$ cat src/rtl/boot_cfg_sequencer.sv
module boot_cfg_sequencer #(
  parameter int              ADDR_W    = 12,
  parameter logic [ADDR_W-1:0] BASE_ADDR = 12'h100,
  parameter logic [31:0]     FLASH_LO  = 32'h0000_0000,
  parameter logic [31:0]     FLASH_HI  = 32'h000F_FFFC,
  parameter int              PIN_CNT   = 32
) (
  input  logic               clk,
  input  logic               rst_n,
  output logic               rd_req,
  output logic [ADDR_W-1:0]  rd_addr,
  input  logic               rd_valid,
  input  logic [31:0]        rd_data,
  input  logic [PIN_CNT-1:0] bl_pins,
  input  logic               erase_req,
  output logic               done,
  output logic               boot_to_loader,
  output logic [2:0]         dbg_en,
  output logic               erase_go,
  output logic               parity_en,
  output logic [4:0]         cpu_lock,
  output logic [6:0]         flash_ns_bnd,
  output logic [9:0]         flash_nsc_bnd,
  output logic [8:0]         sram_ns_bnd,
  output logic [8:0]         sram_nsc_bnd
);
  localparam int NWORDS = 9;
  localparam int IDX_W  = $clog2(NWORDS);
  localparam int PIN_W  = (PIN_CNT > 1) ? $clog2(PIN_CNT) : 1;
  localparam logic [7:0] MAGIC = 8'hC5;
  localparam logic [IDX_W-1:0] LAST = IDX_W'(NWORDS - 1);

  typedef enum logic [1:0] {S_READ, S_DECIDE, S_HOLD} state_t;

  state_t           state;
  logic [IDX_W-1:0] idx;
  logic [31:0]      cfg [NWORDS];

  assign rd_req  = (state == S_READ);
  assign rd_addr = BASE_ADDR + ADDR_W'({idx, 2'b00});

  logic [31:0] boot_w, vec_w, acc_w, ers_w, sec_w, fbd_w, sbd_w, scf_w, lck_w;
  assign boot_w = cfg[0];
  assign vec_w  = cfg[1];
  assign acc_w  = cfg[2];
  assign ers_w  = cfg[3];
  assign sec_w  = cfg[4];
  assign fbd_w  = cfg[5];
  assign sbd_w  = cfg[6];
  assign scf_w  = cfg[7];
  assign lck_w  = cfg[8];

  logic vec_ok, pin_ok, pin_lvl, force_bl, gate_open;
  logic [7:0] pin_num;
  assign vec_ok   = (vec_w[1:0] == 2'b00) && (vec_w >= FLASH_LO) &&
                    (vec_w <= FLASH_HI) && (vec_w != 32'hFFFF_FFFF);
  assign pin_num  = boot_w[15:8];
  assign pin_ok   = ({24'd0, pin_num} < PIN_CNT);
  assign pin_lvl  = bl_pins[pin_num[PIN_W-1:0]];
  assign force_bl = (boot_w[31:24] == MAGIC) && (boot_w[7:0] == MAGIC) &&
                    pin_ok && (pin_lvl == boot_w[16]);
  assign gate_open = (sec_w[15:8] != MAGIC);

  always_ff @(posedge clk or negedge rst_n) begin
    if (!rst_n) begin
      state <= S_READ;
      idx   <= '0;
      for (int i = 0; i < NWORDS; i++) cfg[i] <= '0;
    end else begin
      case (state)
        S_READ: if (rd_valid) begin
          cfg[idx] <= rd_data;
          if (idx == LAST) state <= S_DECIDE;
          else idx <= idx + 1'b1;
        end
        S_DECIDE: state <= S_HOLD;
        default:  state <= S_HOLD;
      endcase
    end
  end

  always_ff @(posedge clk or negedge rst_n) begin
    if (!rst_n) begin
      done           <= 1'b0;
      boot_to_loader <= 1'b1;
      dbg_en         <= '0;
      erase_go       <= 1'b0;
      parity_en      <= 1'b0;
      cpu_lock       <= '0;
      flash_ns_bnd   <= '0;
      flash_nsc_bnd  <= '0;
      sram_ns_bnd    <= '0;
      sram_nsc_bnd   <= '0;
    end else begin
      done <= (state == S_DECIDE);
      if (state == S_DECIDE) begin
        boot_to_loader <= !vec_ok || force_bl;
        dbg_en    <= {acc_w[23:16] == MAGIC, acc_w[15:8] == MAGIC, acc_w[7:0] == MAGIC};
        erase_go  <= erase_req && ers_w[8];
        parity_en <= ~scf_w[0];
        cpu_lock  <= ~lck_w[4:0];
        if (gate_open) begin
          flash_ns_bnd  <= fbd_w[16:10];
          flash_nsc_bnd <= fbd_w[9:0];
          sram_ns_bnd   <= sbd_w[17:9];
          sram_nsc_bnd  <= sbd_w[8:0];
        end
      end
    end
  end

  assert_addr_hold_R1: assert property (@(posedge clk) disable iff (!rst_n)
    (rd_req && !rd_valid) |=> (rd_req && $stable(rd_addr)));

  assert_safe_until_done_R2: assert property (@(posedge clk) disable iff (!rst_n)
    (state != S_HOLD && !done) |-> (boot_to_loader && dbg_en == 3'b000 &&
     cpu_lock == 5'd0 && !erase_go && !parity_en));

  assert_done_pulse_R3: assert property (@(posedge clk) disable iff (!rst_n)
    done |=> !done);

  assert_no_read_after_R3: assert property (@(posedge clk) disable iff (!rst_n)
    done |-> !rd_req);

  assert_gate_closed_R10: assert property (@(posedge clk) disable iff (!rst_n)
    (done && !gate_open) |-> (flash_ns_bnd == 7'd0 && flash_nsc_bnd == 10'd0 &&
     sram_ns_bnd == 9'd0 && sram_nsc_bnd == 9'd0));

  assert_erase_gate_R11: assert property (@(posedge clk) disable iff (!rst_n)
    erase_go |-> ers_w[8]);
endmodule

$ cat config.mk
export PLATFORM = sky130hd
export DESIGN_NAME = boot_cfg_sequencer
export DESIGN_NICKNAME = d
export VERILOG_FILES = /design/src/rtl/boot_cfg_sequencer.sv
export SDC_FILE = /design/constraint.sdc
export NUM_CORES = 1
export LEC_CHECK = 0
export CAP_MARGIN = 40
export CORE_MARGIN = 2
export CORE_UTILIZATION = 65
export DETAILED_ROUTE_END_ITERATION = 16
export DONT_BUFFER_PORTS = 1
export GPL_ROUTABILITY_DRIVEN = 0
export PLACE_DENSITY = 0.81
export SLEW_MARGIN = 20
export SYNTH_ARGS = -nofsm -noshare
export SYNTH_HDL_FRONTEND = slang
export SYNTH_SLANG_ARGS = --single-unit
$ cat constraint.sdc
create_clock -name clk -period 5.3 [get_ports clk]
set_input_delay 0.795 -clock clk [delete_from_list [all_inputs] [get_ports clk]]
set_output_delay 0.795 -clock clk [all_outputs]
set_load 0.02 [all_outputs]
==> results by group <==
Yosys
  – Most used standard cell by instance count after synthesis: dfrtp_1
  – Library cell with the largest summed area after synthesis: dfrtp_1
  – Cell area after synthesis: ~7000 µm²
  – Commonest cells post-synth: dfrtp_1 (165), mux2_2 (119), nand2_1 (39)
  – Synth Register Bits: around 170
  – Average cell area after synthesis: 14.4 µm²
  – Share of the synthesized area in the top cell type: about three fifths
  – Post-synth EDFFs: 0
  – Share of synthesized area occupied by flip-flops and latches: 59.6%
  – Synth Instances: between 400 and 500
  – Count of distinct cell types in the synthesized netlist: 44
  – Number of synthesis warnings: 0
  – Fraction of synthesis flops using an asynchronous set or reset pin: 100%
  – Most frequently used flop master after synthesis: dfrtp_1
  – Ranking of synthesized cells by area: dfrtp_1 (59%), mux2_2 (19%), mux2_4 (4.7%), mux2i_1 (2.3%), nand2_1 (2.1%)

Power
  – Fraction of power consumed by the clock network: 26.2%
  – P_sw: roughly 1.4 mW
  – Proportion of power drawn by combinational gates: approximately 22%
  – Cell Pwr Density: roughly 580 nW/µm²
  – Internal power summed over all cells: 3.05 mW
  – Standby leakage power: 3.55 nW
  – Worst IR drop on VDD: between 300 and 400 µV
  – Net switching fraction of the power: 31.3%
  – Portion of total power attributed to sequential cells: between 50% and 60%

Clock tree
  – Number of H-tree levels: 4
  – Bufs on Longest Clock Path: 2
  – Root buf cell: clkbuf_8
  – Clock-pin slew on the worst setup and hold paths: around 0.060 ns
  – Clock tree from TritonCTS: built
  – Number of cells upsized or downsized after cts: 0
  – Sink Count: ~170
  – Cts bufs inserted: 17
  – Clk Latency, worst-skew pair: 0.53 ns

Finish
  – Area added between synthesis and finish: 9.00%
  – N_diodes: 0
  – Nets: ~560
  – Number of non-filler instances in the completed layout: 635
  – Layout cell share with drive strength beyond 1: a little under two fifths
  – Share of the core filled with cells in the final layout: roughly 73%

Route
  – Wire length per cell: between 20 and 25 µm
  – First-pass DRT Iterations: 4
  – Vias post-DR: 3,770
  – Total wirelength of the detailed-routed design: 12,800 µm
  – Number of antenna-violating nets in the routed design: 0
  – DRC Markers: 0
  – Average via count per standard cell: around 6
  – Iteration-0 DRC count of the detailed router: about 230

Setup path
  – Worst Path Arrival: about 2.7 ns
  – Startpoint types: flip-flop
  – Required time of the critical path: between 5 and 6 ns
  – Reg-to-reg startpoint: state[0]
  – Top fanout value on the critical path: 24
  – Reg2reg end: acc_w[10]
  – Worst R2R Path Depth: 4
  – Critical Setup Path Class: flip-flop to flip-flop
  – FF-to-FF setup slack: around 3.0 ns
  – Critical Path End Type: flip-flop

Flow run
  – Max Cap Viol: 0

Placed design
  – Detailed-placement wirelength estimate: approximately 8600 µm
  – Port buffer count: 0
  – Placed Instances: around 600

STA
  – Final slew viol count: 0
  – RSZ-0062 raised after global routing: no
  – Final critical path time including I/O delays and setup: 2.26 ns
  – Part of the cycle the worst path needs: between 40% and 50%
  – Transition at the pin with the smallest max-transition slack: a little under 0.8 ns
  – Max-slew headroom at the worst pin: between 40% and 50%
  – Final Hold Vio Count: 0
  – Fin Clk Skew: approximately 0.012 ns
  – Total of endpoints with negative setup slack in the final report: 0
  – Achievable Freq: 443 MHz
  – Total Neg Setup Slack: 0 ns

Floorplan
  – # rows: 37
  – Core footprint: 10,400 µm²
  – Ports: around 130
  – Die span in x: 108 µm
  – Floorplan die height: around 110 µm
  – Floorplan die area: approximately 12,000 µm²
  – Starting utilization of the core area: about 67%

Outcome
  – Status: finished, final reports clean

Global route
  – Wire length of the first global-routing pass: between 20,000 and 25,000 µm
  – Initial antenna violation count: 0
  – Maximum number of pins on one net before global-route repair: between 150 and 200
  – Global route total overflow: 0
  – All-Layer GR Usage: 23.9%
  – Via count of the first global-routing pass: a little over 4,000

Min path
  – Type of the worst min-delay path: input port to asynchronous set/reset pin
-- timing repair --
action	CTS	global route
endpoints found under the hold margin	165	0
setup buffers	0	0
hold buffers	1	0
-- power by group through the flow --
| stage | Combinational [mW] | Sequential (mW) | Clock, mW |
|---|---|---|---|
| 2_1_floorplan | 0.877 | 2.19 | 0 |
| 5_1_grt | 1.06 | 2.38 | 1.24 |
| 6_report | 0.963 | 2.31 | 1.16 |
| 4_1_cts | 0.973 | 2.32 | 1.18 |
| 3_5_place_dp | 0.938 | 2.33 | 0 |
| 3_3_place_gp | 0.879 | 2.30 | 0 |
-- worst max path at each step --
stage	slack (ns)	endpoint	start	cells past startpoint
floorplan	3.32	sbd_w[10]	rd_valid	4
global placement	3.06	fbd_w[6]	idx[1]	5
detailed placement	3.04	acc_w[1]	state[0]	4
CTS	3.02	acc_w[1]	state[0]	4
global route	2.94	acc_w[1]	state[0]	4
finish	3.04	acc_w[10]	state[0]	4
-- flip-flops by register name, summed over array words and instances, names as in the netlist, 3 cells and up --
signal         count
cpu_lock           5
idx                4
fbd_w             17
sram_ns_bnd        9
sec_w              8
acc_w             24
flash_ns_bnd       7
sbd_w             18
vec_w             14
dbg_en             3
lck_w              5
flash_nsc_bnd     10
boot_w            25
sram_nsc_bnd       9
-- cell usage in the layout (no fill, tap or decap), types with 2 or more instances in the layout --
master	count
nor2_1	11
clkinvlp_4	4
nor2b_1	2
nor4_1	6
a22oi_1	4
o21ai_0	12
or3_1	3
nor4bb_1	5
mux2_2	119
clkbuf_8	3
clkbuf_16	16
nand2b_1	3
nand3_1	6
mux2i_1	16
ha_1	4
conb_1	8
a21oi_1	3
nor3_1	2
nand2_1	39
buf_4	2
nor2_4	2
inv_6	5
inv_1	5
mux2_4	22
xnor2_1	2
dfrtp_1	165
buf_8	2
nand4_1	7
-- per-layer routing --
layer  routed length, µm  part of all wire (%)  vias to the layer above  track usage, %
met1                5140                    40                     1918            29.2
met2                6510                    51                      130            39.5
met3                 894                   7.0                       25            8.11
met4                 252                   2.0                        0            9.07
met5                   0                     0                        -               0
li1                    -                     -                     1697               -
-- cells by family after synthesis --
| kind of cell | synth area share [%] |
|---|---|
| compound gates | 2.15 |
| xor+xnor | 0.377 |
| fa+ha+maj | 0.717 |
| buf+inv | 3.44 |
| flops | 59.6 |
| mux | 26.4 |
| other cells | 0.108 |
| simple gates | 7.25 |
-- critical path: stages (launching register included) --
cell and delay [ns]:
dfrtp_1 0.38, or2_1 0.34, or3_4 0.40, nor2_4 0.60
mux2_2 0.41
-- through the flow --
step | worst slack (ns) | cell area (µm²) | power [mW] | hold slack (ns)
6_report | 3.04 | 7600 | 4.44 | 0.114
3_3_place_gp | 3.06 | 6990 | 3.18 | 0.450
2_1_floorplan | 3.32 | 7000 | 3.06 | 0.434
4_1_cts | 3.02 | 7590 | 4.47 | 0.0806
3_5_place_dp | 3.04 | 7000 | 3.27 | 0.460
5_1_grt | 2.94 | 7600 | 4.69 | 0.0804
-- cell type report --
| class | count | area, µm² |
|---|---|---|
| Clock buffer | 20 | 445 |
| Clock inverter | 11 | 115 |
| Fill cell | 681 | 2770 |
| Inverter | 7 | 31.3 |
| Multi-Input combinational cell | 290 | 2620 |
| Sequential cell | 166 | 4160 |
| Tap cell | 136 | 170 |
| Timing Repair Buffer | 5 | 72.6 |
Power figures use the tool's default switching activity.
